==> src/rtl/busdiv_pkg.sv <==
package busdiv_pkg;
  typedef enum logic [2:0] {
    S_IDLE,
    S_REQ,
    S_CAND,
    S_CHK,
    S_FIN
  } srch_state_t;
endpackage

==> src/rtl/busdiv_divider.sv <==
// Restoring shift-subtract divider, one quotient bit per clock.
module busdiv_divider #(
  parameter int N = 32
) (
  input  logic         clk,
  input  logic         rst,
  input  logic         go_i,
  input  logic [N-1:0] dividend_i,
  input  logic [N-1:0] divisor_i,
  output logic         busy_o,
  output logic         fin_o,
  output logic [N-1:0] quot_o,
  output logic [N-1:0] rem_o
);
  localparam int CW = $clog2(N + 1);

  logic [N-1:0]  rem_q, quo_q, dvs_q;
  logic [CW-1:0] cnt_q;
  logic [N:0]    shifted, diff;

  always_comb begin
    shifted = {rem_q, quo_q[N-1]};
    diff    = shifted - {1'b0, dvs_q};
  end

  always_ff @(posedge clk) begin
    if (rst) begin
      rem_q  <= '0;
      quo_q  <= '0;
      dvs_q  <= '0;
      cnt_q  <= '0;
      busy_o <= 1'b0;
      fin_o  <= 1'b0;
    end else begin
      fin_o <= 1'b0;
      if (go_i) begin
        rem_q  <= '0;
        quo_q  <= dividend_i;
        dvs_q  <= divisor_i;
        cnt_q  <= CW'(N - 1);
        busy_o <= 1'b1;
      end else if (busy_o) begin
        if (!diff[N]) begin
          rem_q <= diff[N-1:0];
          quo_q <= {quo_q[N-2:0], 1'b1};
        end else begin
          rem_q <= shifted[N-1:0];
          quo_q <= {quo_q[N-2:0], 1'b0};
        end
        if (cnt_q == '0) begin
          busy_o <= 1'b0;
          fin_o  <= 1'b1;
        end else begin
          cnt_q <= cnt_q - 1'b1;
        end
      end
    end
  end

  assign quot_o = quo_q;
  assign rem_o  = rem_q;


  div_no_restart_chk: assert property (@(posedge clk) disable iff (rst)
    go_i |-> !busy_o);


  div_rem_bound_chk: assert property (@(posedge clk) disable iff (rst)
    (fin_o && dvs_q != '0) |-> (rem_q < dvs_q));
endmodule

==> src/rtl/busdiv_keeper.sv <==
// Holds the best (sample, step) pair seen so far and judges each candidate.
module busdiv_keeper #(
  parameter int FREQ_W  = 32,
  parameter int SMP_MAX = 8,
  parameter int SW      = 4,
  parameter int LW      = 7
) (
  input  logic              clk,
  input  logic              rst,
  input  logic              init_i,
  input  logic [LW-1:0]     lim_i,
  input  logic              offer_i,
  input  logic [SW-1:0]     smp_i,
  input  logic [FREQ_W-1:0] step_i,
  input  logic [FREQ_W-1:0] req_i,
  output logic              take_o,
  output logic              exact_o,
  output logic [SW-1:0]     best_smp_o,
  output logic [LW-1:0]     best_step_o
);
  localparam int PW = FREQ_W + SW;

  logic [PW-1:0] best_q, mul;
  logic [LW-1:0] lim_q;

  always_comb begin
    mul     = PW'(step_i) * PW'(smp_i);
    take_o  = offer_i && (step_i <= FREQ_W'(lim_q)) && (mul < best_q);
    exact_o = take_o && (mul == PW'(req_i));
  end

  always_ff @(posedge clk) begin
    if (rst) begin
      best_q      <= '0;
      lim_q       <= '0;
      best_smp_o  <= '0;
      best_step_o <= '0;
    end else if (init_i) begin
      lim_q       <= lim_i;
      best_q      <= PW'(SMP_MAX) * PW'(lim_i);
      best_smp_o  <= SW'(SMP_MAX);
      best_step_o <= lim_i;
    end else if (take_o) begin
      best_q      <= mul;
      best_smp_o  <= smp_i;
      best_step_o <= step_i[LW-1:0];
    end
  end


  keep_shrinks_chk: assert property (@(posedge clk) disable iff (rst)
    (take_o && !init_i) |=> (best_q < $past(best_q)));


  keep_within_limit_chk: assert property (@(posedge clk) disable iff (rst)
    (!init_i && $past(init_i)) |-> (best_step_o <= lim_q));
endmodule

==> src/rtl/busdiv_search.sv <==
module busdiv_search #(
  parameter int FREQ_W  = 32,
  parameter int HS_MAX  = 3400000,
  parameter int FS_MAX  = 400000,
  parameter int SMP_MAX = 8,
  parameter int STEP_FS = 64,
  parameter int STEP_HS = 8,
  localparam int SO_W   = $clog2(SMP_MAX),
  localparam int STO_W  = $clog2(STEP_FS)
) (
  input  logic              clk,
  input  logic              rst,
  input  logic              start_i,
  input  logic [FREQ_W-1:0] src_freq_i,
  input  logic [FREQ_W-1:0] tgt_freq_i,
  output logic              done_o,
  output logic              err_o,
  output logic              hs_mode_o,
  output logic [SO_W-1:0]   sample_m1_o,
  output logic [STO_W-1:0]  step_m1_o
);
  import busdiv_pkg::*;

  localparam int SW = $clog2(SMP_MAX + 1);
  localparam int LW = $clog2(STEP_FS + 1);

  srch_state_t       st;
  logic [FREQ_W-1:0] src_q, tgt_q, req_q;
  logic [SW-1:0]     smp_q;
  logic              kick_q, hs_q, err_q;

  logic [FREQ_W-1:0] tgt_c;
  logic              hs_c;
  logic [LW-1:0]     lim_c;
  logic              accept;

  logic [FREQ_W-1:0] dvd, dvs, quot, rem, ceil_c;
  logic              div_busy, div_fin;

  logic              take, exact;
  logic [SW-1:0]     best_smp;
  logic [LW-1:0]     best_step;
  logic [SW-1:0]     smp_m1;
  logic [LW-1:0]     step_m1;

  always_comb begin
    tgt_c  = (tgt_freq_i > FREQ_W'(HS_MAX)) ? FREQ_W'(HS_MAX) : tgt_freq_i;
    hs_c   = tgt_c > FREQ_W'(FS_MAX);
    lim_c  = hs_c ? LW'(STEP_HS) : LW'(STEP_FS);
    accept = (st == S_IDLE) && start_i;
    ceil_c = quot + FREQ_W'(rem != '0);
    smp_m1  = best_smp - 1'b1;
    step_m1 = best_step - 1'b1;
    unique case (st)
      S_CAND: begin
        dvd = req_q;
        dvs = FREQ_W'(smp_q);
      end
      S_CHK: begin
        dvd = src_q;
        dvs = (FREQ_W'(best_smp) * FREQ_W'(best_step)) << 1;
      end
      default: begin
        dvd = src_q >> 1;
        dvs = tgt_q;
      end
    endcase
  end

  busdiv_divider #(.N(FREQ_W)) u_div (
    .clk        (clk),
    .rst        (rst),
    .go_i       (kick_q),
    .dividend_i (dvd),
    .divisor_i  (dvs),
    .busy_o     (div_busy),
    .fin_o      (div_fin),
    .quot_o     (quot),
    .rem_o      (rem)
  );

  busdiv_keeper #(.FREQ_W(FREQ_W), .SMP_MAX(SMP_MAX), .SW(SW), .LW(LW)) u_keep (
    .clk         (clk),
    .rst         (rst),
    .init_i      (accept),
    .lim_i       (lim_c),
    .offer_i     ((st == S_CAND) && div_fin),
    .smp_i       (smp_q),
    .step_i      (ceil_c),
    .req_i       (req_q),
    .take_o      (take),
    .exact_o     (exact),
    .best_smp_o  (best_smp),
    .best_step_o (best_step)
  );

  always_ff @(posedge clk) begin
    if (rst) begin
      st          <= S_IDLE;
      src_q       <= '0;
      tgt_q       <= '0;
      req_q       <= '0;
      smp_q       <= '0;
      kick_q      <= 1'b0;
      hs_q        <= 1'b0;
      err_q       <= 1'b0;
      done_o      <= 1'b0;
      err_o       <= 1'b0;
      hs_mode_o   <= 1'b0;
      sample_m1_o <= '0;
      step_m1_o   <= '0;
    end else begin
      done_o <= 1'b0;
      kick_q <= 1'b0;
      unique case (st)
        S_IDLE: if (start_i) begin
          src_q <= src_freq_i;
          tgt_q <= tgt_c;
          hs_q  <= hs_c;
          if (tgt_c == '0) begin
            err_q <= 1'b1;
            st    <= S_FIN;
          end else begin
            err_q  <= 1'b0;
            kick_q <= 1'b1;
            st     <= S_REQ;
          end
        end
        S_REQ: if (div_fin) begin
          req_q  <= (ceil_c == '0) ? FREQ_W'(1) : ceil_c;
          smp_q  <= SW'(1);
          kick_q <= 1'b1;
          st     <= S_CAND;
        end
        S_CAND: if (div_fin) begin
          kick_q <= 1'b1;
          if (exact || smp_q == SW'(SMP_MAX)) st <= S_CHK;
          else smp_q <= smp_q + 1'b1;
        end
        S_CHK: if (div_fin) begin
          err_q <= quot > tgt_q;
          st    <= S_FIN;
        end
        default: begin
          done_o      <= 1'b1;
          err_o       <= err_q;
          hs_mode_o   <= hs_q;
          sample_m1_o <= smp_m1[SO_W-1:0];
          step_m1_o   <= step_m1[STO_W-1:0];
          st          <= S_IDLE;
        end
      endcase
    end
  end


  done_single_chk: assert property (@(posedge clk) disable iff (rst)
    done_o |=> !done_o);


  result_hold_chk: assert property (@(posedge clk) disable iff (rst)
    !done_o |-> ($stable(sample_m1_o) && $stable(step_m1_o) && $stable(err_o)));


  step_range_chk: assert property (@(posedge clk) disable iff (rst)
    done_o |-> (32'(step_m1_o) <= (hs_mode_o ? 32'(STEP_HS - 1) : 32'(STEP_FS - 1))));


  busy_capture_chk: assert property (@(posedge clk) disable iff (rst)
    (st != S_IDLE) |=> $stable(src_q));


  cand_index_chk: assert property (@(posedge clk) disable iff (rst)
    (st == S_CAND) |-> (smp_q >= SW'(1) && smp_q <= SW'(SMP_MAX)));


  kick_idle_div_chk: assert property (@(posedge clk) disable iff (rst)
    kick_q |-> !div_busy);
endmodule

==> config.mk <==
export PLATFORM = sky130hd
export DESIGN_NAME = busdiv_search
export DESIGN_NICKNAME = d
export VERILOG_FILES = /design/src/rtl/busdiv_pkg.sv /design/src/rtl/busdiv_divider.sv /design/src/rtl/busdiv_keeper.sv /design/src/rtl/busdiv_search.sv
export SDC_FILE = /design/constraint.sdc
export NUM_CORES = 1
export LEC_CHECK = 0
export BUFFER_PORTS_ARGS = -buffer_cell sky130_fd_sc_hd__buf_2
export CAP_MARGIN = 30
export CORE_UTILIZATION = 30
export CTS_CLUSTER_DIAMETER = 150
export DETAILED_ROUTE_END_ITERATION = 8
export PLACE_DENSITY = 0.46
export SLEW_MARGIN = 40
export SYNTH_ARGS = -nofsm -noshare
export SYNTH_HDL_FRONTEND = slang
export SYNTH_HIERARCHICAL = 1
export SYNTH_SLANG_ARGS = --single-unit
==> constraint.sdc <==
create_clock -name clk -period 17.9 [get_ports clk]
set_clock_uncertainty 0.05 [all_clocks]
set_input_delay 3.58 -clock clk [delete_from_list [all_inputs] [get_ports clk]]
set_output_delay 3.58 -clock clk [all_outputs]
set_load 0.02 [all_outputs]
## After elaboration in Yosys (flattened, before gate mapping)

Cells that the tools add are included.

| operators by class | value |
|---|---|
| $add $sub $neg | 6 |
| $mul | 2 |
| order comparisons | 5 |
| equality and inequality tests | 12 |
| muxes and demuxes | 42 |
| bitwise operators | 2 |
| reductions and logical operators | 27 |

Operators by type and width:

| cell | count |
|---|---|
| two-way mux 32 bit | 5 |
| one-hot mux 32 bit (2 select lines) | 2 |
| logical NOT 32 bit | 2 |
| == test 36 x 32 -> 1 bit | 1 |
| less-than comparator 36 bit | 1 |
| multiplier 32 x 4 -> 36 bit | 1 |
| subtractor 33 x 32 -> 33 bit | 1 |
| adder 32 x 1 -> 32 bit | 1 |
| greater-than comparator 32 x 19 -> 1 bit, second input constant | 1 |
| greater-than comparator 32 x 22 -> 1 bit, second input constant | 1 |
| greater-than comparator 32 bit | 1 |
| <= comparator 32 x 7 -> 1 bit | 1 |
| nonzero test 32 bit | 1 |
| two-way mux 7 bit | 3 |
| two-way mux 10 bit | 2 |
| two-way mux 4 bit | 5 |
| two-way mux 3 bit | 6 |
| two-way mux 5 bit | 3 |
| two-way mux 1 bit | 12 |
| one-hot mux 3 bit (4 select lines) | 1 |
| subtractor 6 x 1 -> 6 bit, second input constant | 2 |
| multiplier 4 x 7 -> 11 bit | 1 |
| != test 2 x 1 -> 1 bit, second input constant | 4 |
| one-hot mux 4 bit (2 select lines) | 1 |
| 20 further kinds | 37 |

| word-level totals | value |
|---|---|
| register bits after elaboration | 276 |
| input port bits | 67 |
| output and inout port bits | 12 |
| logic and storage cells | 122 |

## Logic depth before layout (Yosys ltp)

| depth | value |
|---|---|
| word-level depth | 10 |
| depth in mapped cells | 40 |

## Hierarchy

Netlist, hierarchy kept.

Modules (own cells, without submodules):

| module | instances | cells each | area each (um^2) | sequential area each (um^2) |
|---|---|---|---|---|
| busdiv_keeper | 1 | 1065 | 8121.5 | 1081.0 |
| busdiv_search | 1 | 1030 | 7737.4 | 2362.3 |
| busdiv_divider | 1 | 786 | 6318.6 | 2082.0 |

## Least setup slack after synthesis

Ideal clock, no wire load.

| path | value |
|---|---|
| path kind | register -> register |
| from | register u_div.rem_q[24] (netlist: u_div/rem_o[24]) |
| to | register st[0] |
| data arrival time | 8.012 ns |
| slack | 9.760 ns |
| cell stages (with the launch flop) | 38 |
| path buffers | 1 |
| period minus slack after synthesis | 8.140 ns |
| cell sequence | dfxtp_1 > nor4_1 > nand4_1 > or2_2 > ha_1 > ha_1 > and4_1 > nand2_1 > xnor2_1 > and2_1 > fa_1 > inv_1 > fa_1 > inv_1 > ha_1 > buf_2 > and2_1 > nand3_1 > (+2 left out) > o21a_1 > o41ai_1 > a21oi_1 > xnor2_1 > ha_1 > a211oi_1 > nand4_1 > nor3_1 > o2111a_1 > nand4_1 > or4_1 > nor4_2 > a31o_2 > a21oi_1 > o21ai_0 > o21ai_0 > mux2_2 > nor3_1 |

| between the ends | value |
|---|---|
| longest elaborated chain between the ends | 9 |
| elaborated cells on any way between the ends | 12 |

RTL lines:

| element | line | text |
|---|---|---|
| from (decl) | busdiv_divider.sv:17 | `logic [N-1:0] rem_q, quo_q, dvs_q;` |
| from (signal assigned) | busdiv_divider.sv:44 | `rem_q <= diff[N-1:0];` |
| from (signal assigned) | busdiv_divider.sv:47 | `rem_q <= shifted[N-1:0];` |
| nonzero test 32 bit | busdiv_search.sv:51 | `ceil_c = quot + FREQ_W'(rem != '0);` |
| adder 32 x 1 -> 32 bit | busdiv_search.sv:51 |  |
| net ceil_c[6] | busdiv_search.sv:37 | `logic [FREQ_W-1:0] dvd, dvs, quot, rem, ceil_c;` |
| multiplier 32 x 4 -> 36 bit | busdiv_keeper.sv:27 | `mul = PW'(step_i) * PW'(smp_i);` |
| net u_keep.mul[35] | busdiv_keeper.sv:23 | `logic [PW-1:0] best_q, mul;` |
| less-than comparator 36 bit | busdiv_keeper.sv:28 | `take_o = offer_i && (step_i <= FREQ_W'(lim_q)) && (mul < best_q);` |
| logical AND 1 bit | busdiv_keeper.sv:28 |  |
| net take | busdiv_search.sv:40 | `logic take, exact;` |
| logical AND 1 bit | busdiv_keeper.sv:29 | `exact_o = take_o && (mul == PW'(req_i));` |
| net exact | busdiv_search.sv:40 |  |
| logical OR 1 bit | busdiv_search.sv:137 | `if (exact \|\| smp_q == SW'(SMP_MAX)) st <= S_CHK;` |
| != test 2 x 1 -> 1 bit (no source line) | - |  |
| AND reduction 5 bit (no source line) | - |  |
| to (signal assigned) | busdiv_search.sv:133 | `st <= S_CAND;` |
| to (signal assigned) | busdiv_search.sv:137 |  |
| to (signal assigned) | busdiv_search.sv:142 | `st <= S_FIN;` |
| to (decl) | busdiv_search.sv:27 | `srch_state_t st;` |

The timed path passes the listed nets, and every way through them passes these cells.
A chain may end at the register's enable or synchronous reset.

## Final worst setup path

Ends and elaborated chain as after synthesis.

==> impl_metrics.tcl <==
set metrics [dict create \
    status "complete, but fails checks" \
    violations "design-rule violations" \
    rrSetupSlack_ns 7.42 \
    start_util_pct 30.3 \
    antenna_found_initial 1 \
    area_growth_pct 11.2 \
    crit_fanout 9 \
    cp_data_arrival_time_ns 10.91 \
    grt_max_degree 87 \
    slew_headroom_pct 42.0 \
    ios 79 \
    setup_viol 0 \
    synth-seq-cells 276 \
    place_inst 3805 \
    yosysSeqAreaShare_pct 24.9 \
    critPathLaunchType "flop" \
    min_path_type "flop to flop" \
    vias_per_cell 5.23 \
    clock_latency_ns 0.57 \
    synth_top_cell_by_area "dfxtp_1" \
    drv_slew 0 \
    drtIter0Drc 1476 \
    ir_drop_mv 0.0692 \
    totalPowerFinal_mw 1.89 \
    cp-end-kind "flop" \
    stdcell_area_um2 24700 \
    maxCapViolCount 0 \
    synthFlopType "dfxtp_1" \
    drt-total-wl_um 74700 \
    grt_pass1_vias 19800 \
    overflow 0 \
    cts_max_level 2 \
    hold_end "u_keep/lim_q[1]$_SDFFE_PP0P_" \
    crit_type "flop to flop" \
    final_hold_viol_count 0 \
    post-cts-setup-buffers 0 \
    place_area_um2 23400 \
    hold_buffers 0 \
    dieWidth_um 274 \
    finalHoldWorstSlack_ns 0.419 \
    vias 20200 \
    drive_gt1_share_pct 7.76 \
    wire_per_inst_um 19.3 \
    rr_endpoint "st[0]$_SDFFE_PP0P_" \
    crit_slowest_cell "o311ai_0" \
    synthTopCellsByCount "365 x nor2_1, 285 x nand2_1, 276 x dfxtp_1" \
    reg2regPathDepth 36 \
    dieArea_um2 75000 \
    cp.required_ns 18.33 \
    syn_avg_cell_area_um2 7.70 \
    clkTransAtPathRegs_ns 0.06 \
    port-buffer-count 78 \
    hpwl_um 56600 \
    coreArea_um2 73100 \
    cts_inserted_buffers 37 \
    dieHeight_um 274 \
    worst_slew_pin_slew_ns 0.862 \
    ys_types 100 \
    cts_tree "yes" \
    place.gp.congestion 0.888 \
    synth.most_common_cell "nor2_1" \
    grt_pass1_wl_um 116000 \
    crit_start "u_div/rem_o[24]$_SDFFE_PP0P_" \
    track_usage_pct 19.8 \
    holdPathStages 2 \
    power.density_nw_per_um2 76.8 \
    finalCriticalPeriod_ns 10.48 \
    row_count 99 \
    rsz0062_at_grt "no" \
    post_cts_resized 0 \
    dr.pass1.iters 7 \
    drt.antenna.violating_nets 0 \
    netlist.area_leader.share_pct 24.9 \
    fin_nets 3191 \
    drcViolationCount 16 \
    synth-edff-count 0 \
    max_freq_mhz 95.4 \
    ys_async_sr_fraction_pct 0 \
    netlist_top_cells_area "dfxtp_1 25%, ha_1 9.5%, fa_1 6.4%" \
    stdcell_count 3873 \
    syn-instance-count 2881 \
    fin_crit_sh_pct 58.5 \
    tns_ns 0 \
    cts_buffer_depth 3 \
    cpPeakStageDelay_ns 0.60 \
    cts_root_buffer "clkbuf_16" \
    leakagePower_nw 10.3 \
    ys_warn_count 6 \
    reg2reg_from "u_div/rem_o[24]$_SDFFE_PP0P_" \
    synth_area_um2 22200 \
    cts.sinks 276 \
    min_from "u_keep/lim_q[1]$_SDFFE_PP0P_" \
]
flip-flops by register name (all words and copies together) (netlist names), 3 cells and up:
| register | flops |
|---|---|
| u_keep/best_q | 36 |
| req_q | 32 |
| src_q | 32 |
| tgt_q | 32 |
| u_div/dvs_q | 32 |
| u_div/quot_o | 32 |
| u_div/rem_o | 32 |
| u_keep/best_step_o | 7 |
| u_keep/lim_q | 7 |
| step_m1_o | 6 |
| u_div/cnt_q | 6 |
| smp_q | 4 |
| u_keep/best_smp_o | 4 |
| sample_m1_o | 3 |
| st | 3 |
layer usage:
| metal | part of all wire (%) | GRT usage [%] | routed length (µm) | up-vias |
|---|---|---|---|---|
| met1 | 48 | 27.6 | 36100 | 9717 |
| met5 | 0 | 0 | 0 | - |
| li1 | - | - | - | 9927 |
| met3 | 4.9 | 2.82 | 3620 | 95 |
| met4 | 2.5 | 5.51 | 1880 | 0 |
| met2 | 44 | 31.6 | 33100 | 508 |
critical path: cells and delay by family, from the launching register on:
family	cells	cell delay, ns
mux	1	0.28
xor+xnor	2	0.79
simple gates	12	3.35
flops	1	0.34
fa+ha+maj	5	2.00
compound gates	13	3.27
buf+inv	3	0.32
cell families (layout without fill, tap and decap cells):
logic type / Yosys count / after routing / synth area share, %
AND/OR/NAND/NOR: 1064 / 1064 / 22.9
AO/OA/AOI/OAI: 637 / 637 / 18.2
adder cells (fa/ha/maj): 239 / 239 / 15.9
buffers and inverters: 411 / 435 / 7.28
XOR/XNOR: 124 / 124 / 4.96
multiplexers: 129 / 129 / 5.84
flip-flops: 276 / 276 / 24.9
other: 1 / 10 / 0.0169
placed cells by master (no fill, tap or decap), types with 16 or more instances in the layout:
cell type,instances
nor2_1,364
nand2_1,285
dfxtp_1,273
inv_1,260
a21oi_1,228
ha_1,168
mux2i_1,125
o21ai_0,117
and2_1,102
buf_2,77
xnor2_1,73
fa_1,71
nor3_1,63
nand4_1,57
xor2_1,50
a211oi_1,42
a21o_1,40
nand3_1,38
clkbuf_16,37
nor4_1,35
a31oi_1,34
buf_4,25
o21a_1,19
o211ai_1,18
nor2b_1,18
o21bai_1,16
report_power, final:
part / total (mW) / switching [mW] / internal [mW]
sequential: 0.669 / 0.0321 / 0.637
combinational: 0.462 / 0.301 / 0.161
clock: 0.763 / 0.308 / 0.454
metrics by stage:
stage / util, % / worst slack [ns]
final: 33.8 / 7.42
after global routing: 33.8 / 6.69
after CTS: 33.7 / 7.43
after detailed placement: 32.0 / 7.47
after global placement: 32.0 / 7.47
after floorplan: - / 9.76
layout make-up:
class	instances	area, µm²
diodes	1	2.50
clock buffers	54	1090
clock inverters	13	153
fillers	7791	48400
inverters	263	987
multi-input cells	2202	15100
flip-flops and latches	276	5530
well taps	959	1200
repair buffers	105	607
worst max path at each step:
stage	endpoint	slack, ns	cells after the start
2_1_floorplan	st[0]$_SDFFE_PP0P_	9.76	37
3_3_place_gp	st[0]$_SDFFE_PP0P_	7.47	35
3_5_place_dp	st[0]$_SDFFE_PP0P_	7.47	35
4_1_cts	st[0]$_SDFFE_PP0P_	7.43	36
5_1_grt	st[0]$_SDFFE_PP0P_	6.69	36
6_report	st[0]$_SDFFE_PP0P_	7.42	36
(Power assumes the default switching activity.)
